## src/rtl/irq_status_pkg.sv

```systemverilog
package irq_status_pkg;
   localparam int EVT_N    = 7;
   localparam int BYTE_W   = 8;
   localparam int SUM_BIT  = 7;
   localparam int EV_ALARM = 0;
   localparam int EV_HSEC  = 1;
   localparam int EV_TSEC  = 2;
   localparam int EV_SEC   = 3;
   localparam int EV_MIN   = 4;
   localparam int EV_HOUR  = 5;
   localparam int EV_DAY   = 6;
   localparam logic [EVT_N-1:0] FAST_EVENTS = (EVT_N'(1) << EV_HSEC) | (EVT_N'(1) << EV_TSEC);
endpackage

```

## src/rtl/irq_event_latch.sv

```systemverilog
module irq_event_latch
   import irq_status_pkg::*;
#(
   parameter bit SLOW_EVENTS = 1'b1
) (
   input  logic             clk,
   input  logic             rst_n,
   input  logic [EVT_N-1:0] tick_i,
   input  logic             clr_i,
   output logic [EVT_N-1:0] stat_o,
   output logic [EVT_N-1:0] stat_nxt_o
);
   for (genvar k = 0; k < EVT_N; k++) begin : g_bit
      localparam bit KEEP = SLOW_EVENTS || FAST_EVENTS[k];
      if (KEEP) begin : g_live
         logic q;
         logic d;
         assign d = (q & ~clr_i) | tick_i[k];
         always_ff @(posedge clk or negedge rst_n) begin
            if (!rst_n) q <= 1'b0;
            else        q <= d;
         end
         assign stat_o[k]     = q;
         assign stat_nxt_o[k] = d;

         assert_tick_sets_R2: assert property (@(posedge clk) disable iff (!rst_n)
            tick_i[k] |=> stat_o[k]);
         assert_read_clears_R3: assert property (@(posedge clk) disable iff (!rst_n)
            (clr_i && !tick_i[k]) |=> !stat_o[k]);
         assert_holds_R2: assert property (@(posedge clk) disable iff (!rst_n)
            (stat_o[k] && !clr_i) |=> stat_o[k]);
      end else begin : g_dead
         assign stat_o[k]     = 1'b0;
         assign stat_nxt_o[k] = 1'b0;
      end
   end
endmodule

```

## src/rtl/irq_mask_reg.sv

```systemverilog
module irq_mask_reg
   import irq_status_pkg::*;
(
   input  logic             clk,
   input  logic             rst_n,
   input  logic             wr_i,
   input  logic [EVT_N-1:0] wdata_i,
   output logic [EVT_N-1:0] mask_o,
   output logic [EVT_N-1:0] mask_nxt_o
);
   logic [EVT_N-1:0] mask_q;

   assign mask_nxt_o = wr_i ? wdata_i : mask_q;
   assign mask_o     = mask_q;

   always_ff @(posedge clk or negedge rst_n) begin
      if (!rst_n) mask_q <= '0;
      else        mask_q <= mask_nxt_o;
   end

   assert_mask_load_R5: assert property (@(posedge clk) disable iff (!rst_n)
      wr_i |=> (mask_o == $past(wdata_i)));
   assert_mask_hold_R9: assert property (@(posedge clk) disable iff (!rst_n)
      !wr_i |=> $stable(mask_o));
endmodule

```

## src/rtl/irq_req_gen.sv

```systemverilog
module irq_req_gen
   import irq_status_pkg::*;
(
   input  logic             clk,
   input  logic             rst_n,
   input  logic [EVT_N-1:0] stat_i,
   input  logic [EVT_N-1:0] mask_i,
   input  logic [EVT_N-1:0] stat_nxt_i,
   input  logic [EVT_N-1:0] mask_nxt_i,
   input  logic             en_i,
   output logic             pend_o,
   output logic             irq_o
);
   logic irq_q;

   assign pend_o = |(stat_i & mask_i);

   always_ff @(posedge clk or negedge rst_n) begin
      if (!rst_n) irq_q <= 1'b0;
      else        irq_q <= en_i & |(stat_nxt_i & mask_nxt_i);
   end
   assign irq_o = irq_q;

   assert_irq_needs_pend_R4: assert property (@(posedge clk) disable iff (!rst_n)
      irq_o |-> pend_o);
   assert_irq_gated_R6: assert property (@(posedge clk) disable iff (!rst_n)
      !en_i |=> !irq_o);
   assert_irq_follows_R6: assert property (@(posedge clk) disable iff (!rst_n)
      (en_i && |(stat_nxt_i & mask_nxt_i)) |=> irq_o);
endmodule

```

## src/rtl/irq_status_unit.sv

```systemverilog
module irq_status_unit
   import irq_status_pkg::*;
#(
   parameter int ADDR_W      = 5,
   parameter int IRQ_ADDR    = 16,
   parameter bit SLOW_EVENTS = 1'b1
) (
   input  logic              clk,
   input  logic              rst_n,
   input  logic [EVT_N-1:0]  evt_tick_i,
   input  logic              irq_en,
   input  logic              bus_sel,
   input  logic              bus_wr,
   input  logic [ADDR_W-1:0] bus_addr,
   input  logic [BYTE_W-1:0] bus_wdata,
   output logic [BYTE_W-1:0] bus_rdata,
   output logic              irq_o
);
   localparam logic [ADDR_W-1:0] HIT_ADDR = ADDR_W'(IRQ_ADDR);

   if (ADDR_W < 1 || IRQ_ADDR < 0 || IRQ_ADDR >= (1 << ADDR_W)) begin : g_bad_addr
      $error("IRQ_ADDR does not fit in ADDR_W");
   end
   if (SUM_BIT != EVT_N || BYTE_W != EVT_N + 1) begin : g_bad_layout
      $error("status byte layout mismatch");
   end

   logic             hit;
   logic             rd_clr;
   logic             mask_wr;
   logic [EVT_N-1:0] stat;
   logic [EVT_N-1:0] stat_nxt;
   logic [EVT_N-1:0] mask;
   logic [EVT_N-1:0] mask_nxt;
   logic             pend;

   assign hit     = bus_sel && (bus_addr == HIT_ADDR);
   assign rd_clr  = hit && !bus_wr;
   assign mask_wr = hit && bus_wr;

   irq_event_latch #(.SLOW_EVENTS(SLOW_EVENTS)) u_latch (
      .clk       (clk),
      .rst_n     (rst_n),
      .tick_i    (evt_tick_i),
      .clr_i     (rd_clr),
      .stat_o    (stat),
      .stat_nxt_o(stat_nxt)
   );

   irq_mask_reg u_mask (
      .clk       (clk),
      .rst_n     (rst_n),
      .wr_i      (mask_wr),
      .wdata_i   (bus_wdata[EVT_N-1:0]),
      .mask_o    (mask),
      .mask_nxt_o(mask_nxt)
   );

   irq_req_gen u_req (
      .clk       (clk),
      .rst_n     (rst_n),
      .stat_i    (stat),
      .mask_i    (mask),
      .stat_nxt_i(stat_nxt),
      .mask_nxt_i(mask_nxt),
      .en_i      (irq_en),
      .pend_o    (pend),
      .irq_o     (irq_o)
   );

   assign bus_rdata = rd_clr ? {pend, stat} : '0;

   logic unused_wd7;
   assign unused_wd7 = bus_wdata[SUM_BIT];

   assert_write_keeps_status_R5: assert property (@(posedge clk) disable iff (!rst_n)
      (mask_wr && evt_tick_i == '0) |=> (stat == $past(stat)));
   assert_tick_on_read_kept_R7: assert property (@(posedge clk) disable iff (!rst_n)
      rd_clr |=> (stat == $past(evt_tick_i & (SLOW_EVENTS ? {EVT_N{1'b1}} : FAST_EVENTS))));
endmodule

```

## config.mk

```make
export PLATFORM = sky130hd
export DESIGN_NAME = irq_status_unit
export DESIGN_NICKNAME = d
export VERILOG_FILES = /design/src/rtl/irq_status_pkg.sv /design/src/rtl/irq_event_latch.sv /design/src/rtl/irq_mask_reg.sv /design/src/rtl/irq_req_gen.sv /design/src/rtl/irq_status_unit.sv
export SDC_FILE = /design/constraint.sdc
export NUM_CORES = 1
export LEC_CHECK = 0
export BUFFER_PORTS_ARGS = -buffer_cell sky130_fd_sc_hd__buf_2
export CAP_MARGIN = 20
export CORE_ASPECT_RATIO = 0.8
export CORE_UTILIZATION = 35
export CTS_CLUSTER_SIZE = 20
export DETAILED_ROUTE_END_ITERATION = 7
export PLACE_DENSITY = 0.74
export SLEW_MARGIN = 30
export SYNTH_ARGS = -nofsm -noshare
export SYNTH_HDL_FRONTEND = slang
export SYNTH_SLANG_ARGS = --single-unit
export TNS_END_PERCENT = 10
```

## constraint.sdc

```tcl
create_clock -name clk -period 2.05 [get_ports clk]
set_input_delay 0.41 -clock clk [delete_from_list [all_inputs] [get_ports clk]]
set_output_delay 0.41 -clock clk [all_outputs]
set_load 0.01 [all_outputs]
```

# Word-level counts from Yosys, hierarchy flattened
# Cells that the tools add are included.
dict set report word_totals {
  reg_bits 15
  inputBits 25
  output_inout_bits 9
  wordCells 36
}
dict set report classes {
  n_eq_ne 1
  mux 2
  bitwise 18
  reduce_logical 6
}
# cell count
set op_table {}
lappend op_table {{bitwise AND 7 bit} 2}
lappend op_table {{OR reduction 7 bit} 2}
lappend op_table {{bitwise AND 1 bit} 8}
lappend op_table {{2-to-1 mux 8 bit} 1}
lappend op_table {{2-to-1 mux 7 bit} 1}
lappend op_table {{bitwise OR 1 bit} 7}
lappend op_table {{equality test 5 bit, second input constant} 1}
lappend op_table {{logical AND 1 bit} 3}
lappend op_table {{logical NOT 1 bit} 1}
lappend op_table {{inverter 1 bit} 1}

# Longest topological paths before layout
dict set report depth {
  depth_word 9
  ltp_mapped 6
  depth_no_buf 5
}

# Cells and area by module
# Synthesis repeated with hierarchy kept, for this count alone.
dict set report hier_totals {
  cells_unflattened 67
  hier_area_um2 859.6
}
# mod instances cells_per_inst area_per_inst_um2 seq_area_each_um2
set by_module_without_submodules {}
lappend by_module_without_submodules {irq_event_latch 1 29 336.6 175.2}
lappend by_module_without_submodules {irq_mask_reg 1 15 291.5 175.2}
lappend by_module_without_submodules {irq_status_unit 1 13 141.4 0.0}
lappend by_module_without_submodules {irq_req_gen 1 10 90.1 25.0}

# Least setup slack after synthesis
# OpenSTA, ideal clock, no wires.
dict set report synth_timing {
  kind {input to register}
  start {input bus_addr[0]}
  end {register u_req.irq_q, in the netlist u_req.irq_o}
  arrival_ps 1940
  t_required_ps 1912
  path_slack_ps -28
  stages 6
  n_path_buf 1
  path_cell_list {nand4bb_1 or4b_1 buf_6 mux2_4 a222oi_1 a31oi_1}
}
# item line
set synth_rtl {}
lappend synth_rtl {{start: declaration} irq_status_unit.sv:14} ;# input logic [ADDR_W-1:0] bus_addr,
lappend synth_rtl {{equality test 5 bit} irq_status_unit.sv:37} ;# assign hit = bus_sel && (bus_addr == HIT_ADDR);
lappend synth_rtl {{logical AND 1 bit} irq_status_unit.sv:37}
lappend synth_rtl {{logical AND 1 bit} irq_status_unit.sv:39} ;# assign mask_wr = hit && bus_wr;
lappend synth_rtl {{2-to-1 mux 7 bit} irq_mask_reg.sv:13} ;# assign mask_nxt_o = wr_i ? wdata_i : mask_q;
lappend synth_rtl {{named net mask_nxt[3]} irq_status_unit.sv:34} ;# logic [EVT_N-1:0] mask_nxt;
lappend synth_rtl {{bitwise AND 7 bit} irq_req_gen.sv:20} ;# else irq_q <= en_i & |(stat_nxt_i & mask_nxt_i);
lappend synth_rtl {{OR reduction 7 bit} irq_req_gen.sv:20}
lappend synth_rtl {{bitwise AND 1 bit} irq_req_gen.sv:20}
lappend synth_rtl {{end signal: assignment} irq_req_gen.sv:20}
lappend synth_rtl {{end: declaration} irq_req_gen.sv:14} ;# logic irq_q;
# The timed path passes the listed nets, and every way through them passes these cells.

# Worst setup path in the final report
dict set report layout_timing {
  start {input bus_addr[0]}
  end {output bus_rdata[7]}
}
dict set report layout_via {
  elab_chain_cells 4
}
# item line
set layout_rtl {}
lappend layout_rtl {{equality test 5 bit} irq_status_unit.sv:37}
lappend layout_rtl {{logical AND 1 bit} irq_status_unit.sv:37}
lappend layout_rtl {{logical AND 1 bit} irq_status_unit.sv:38} ;# assign rd_clr = hit && !bus_wr;
lappend layout_rtl {{2-to-1 mux 8 bit} irq_status_unit.sv:71} ;# assign bus_rdata = rd_clr ? {pend, stat} : '0;
lappend layout_rtl {{end: declaration} irq_status_unit.sv:16} ;# output logic [BYTE_W-1:0] bus_rdata,
# Every way passes these cells.

==> reports/metrics.cfg <==
[sta]
min_period_over_period=0.987
grt_setup_unrepaired=true
fin_setup_tns_ns=0
slew_headroom=0.776
worst_pin_slew_ns=0.336
final_max_slew_viol_count=0
period_needed_ns=2.02
clock_skew_ns=0.0151
setup_viol=0
hold_slack_ns=-0.000458
fmax_mhz=494
final_hold_viol_count=3

[yosys]
syn_avg_cell_area_um2=13.2
ys_types=15
yosysMostFrequentCell=dfrtp_1
synth_common_cells=15 x dfrtp_1, 7 x a21o_1, 7 x and2_1, 5 x mux2_2, 4 x a22oi_1
synth-edff-count=0
syn-num-nets=76
synth_top_area_cell=dfrtp_1
synth_area_leaders=dfrtp_1 56%, mux2_2 8.3%, a21o_1 7.8%
synth_async_sr_flop_share=1.00
synth_warnings=0
ys_seq_area_frac=0.557
synth-main-ff-cell=dfrtp_1
syn_area_um2=674
netlist_instances=51
ys_seq_elements=15
synth_top_area_frac=0.557

[routing]
first_pass_iters=4
drtIter0Drc=8
avgRoutedWirePerCell_um=13.6
num_vias=576
drtAntennaViolNets=0
route.detailed.drc=0
routed_wl_um=1530
viasPerCell=5.10

[clock_tree]
htreeDepth=1
cts_tree=done
post_cts_buffers=0
cts-root-buf=clkbuf_4
numCtsBuffers=3
max-clock-path-buffers=2
cts_hold_buf=0
clk_pin_slew_ns=0.10
cts_sinks=15
clk_latency_ns=0.29
cts_resized=1

[global_route]
track_usage=0.161
grt_max_degree=16
overflow=0
grt_pass1_wl_um=2250
grt_pass1_vias=499
antenna_found_initial=0

[layout]
final_area_um2=932
n_fill_cell=153
area_growth_syn_to_layout_pct=38.2
finalNonFillerCells=113
final_nets=117
diodes=0
drive_gt1_frac=0.560

[power_and_ir_drop]
p_int_uw=450
p_comb_frac=0.165
seq_power_share=0.549
leakagePower_uw=0.000460
peakVddDrop_uv=545
swShare=0.251
netSwitchingPower_uw=151
clockPowerShare=0.287
powerDensity_nw_per_um2=645

[worst_setup_path]
cp-start-kind=input port
max_stage_delay_ns=0.46
crit_family=simple AND/OR/NAND/NOR gates
path_buf_inv=3
crit_chain=buf_2, nand4bb_1, buf_4, or4_4, a31oi_1, buf_2
worstSetupEndpointType=output pin
cp.required_ns=1.64
critPathKind=in -> out
worst-path-max-fanout=6
path_common_cell=buf_2
slowest_stage=or4_4
cp.arrival_ns=1.61

[die]
die_h_um=41.3
die-area_um2=2110
rows=13
num_io_pins=34
start_util=0.395
die-width_um=51.1
core_um2=1710

[flow_run]
drv_cap=0

[placed_design]
dpl_cell_area_um2=892
dpl.cell_count=109
port_buffers=32
place.gp.congestion=0.716

[run_status]
status=finished with violations
violations=negative hold slack

[min_path]
min_path_type=in -> async

## flip-flops by register name, summed over array words and instances, names as in the netlist
signal                  cells
u_latch.g_bit.g_live.q      7
u_req.irq_o                 1
u_mask.mask_o               7
## layout make-up
class	instances	area, um2	area share
clock inverters	1	7.51	0.00805
well taps	22	27.5	0.0295
multi-input cells	33	290	0.311
repair buffers	38	205	0.220
inverters	1	3.75	0.00403
clock buffers	3	22.5	0.0242
flip-flops and latches	15	375	0.403
## metrics by stage
step	util	worst slack (ns)	power [uW]
finish	0.546	0.0268	601
global route	0.546	-0.0578	634
CTS	0.542	0.0217	604
detailed placement	0.522	-0.286	434
global placement	0.522	-0.276	430
floorplan	-	-0.0279	386
## power groups by stage
stage	clock network [uW]	registers [uW]	logic (uW)
floorplan	0	335	51.4
global placement	0	335	95.7
detailed placement	0	336	98.2
CTS	175	330	99.0
global route	192	332	110
finish	172	330	99.0
## worst register-to-register path: stages (launching register included)
cell and delay [ns]:
dfrtp_1 0.39, mux2_4 0.27, a222oi_1 0.39, a31oi_1 0.12
## kinds of logic (layout without fill, tap and decap cells)
kind of cell / count (synthesis) / in the layout / synth area share
AO/OA/AOI/OAI: 15 / 15 / 0.171
buffers and inverters: 3 / 43 / 0.0278
flip-flops: 15 / 15 / 0.557
multiplexers: 7 / 7 / 0.128
AND/OR/NAND/NOR: 11 / 11 / 0.117
## cells in the final DEF, fill, tap and decap left out
cell	Yosys	final
dfrtp_1	15	15
buf_4	0	6
nor4_2	0	1
inv_1	1	1
mux2_4	2	2
mux2_2	5	5
or4_4	0	1
a222oi_1	2	2
clkinvlp_4	0	1
a31oi_1	2	2
buf_2	0	32
and2_1	7	7
a21o_1	7	7
nand4bb_1	1	1
clkbuf_4	0	3
a22oi_1	4	4
or4b_1	1	1
## metal layers
metal  track usage  routed length (um)
met1         0.195                 657
met2         0.283                 757
met3        0.0556                 111
met4        0.0417                   7
met5             0                   0
## path summary, 6_finish.rpt
| kind | depth (start not counted) | from | to | slack (ns) |
|---|---|---|---|---|
| max reg2reg | 3 | u_mask.mask_o[3] | u_req.irq_o | 0.77 |
| max | 6 | bus_addr[0] | bus_rdata[7] | 0.03 |
| max in group asynchronous | 1 | rst_n | u_mask.mask_o[0] | 1.79 |
| min reg2reg | 1 | u_latch.g_bit[3].g_live.q | u_latch.g_bit[3].g_live.q | 0.53 |
| min in group clk | 3 | irq_en | u_req.irq_o | 0.31 |
| min | 1 | rst_n | u_mask.mask_o[6] | -0.0005 |
No activity file was read; power rests on OpenSTA's default activity.
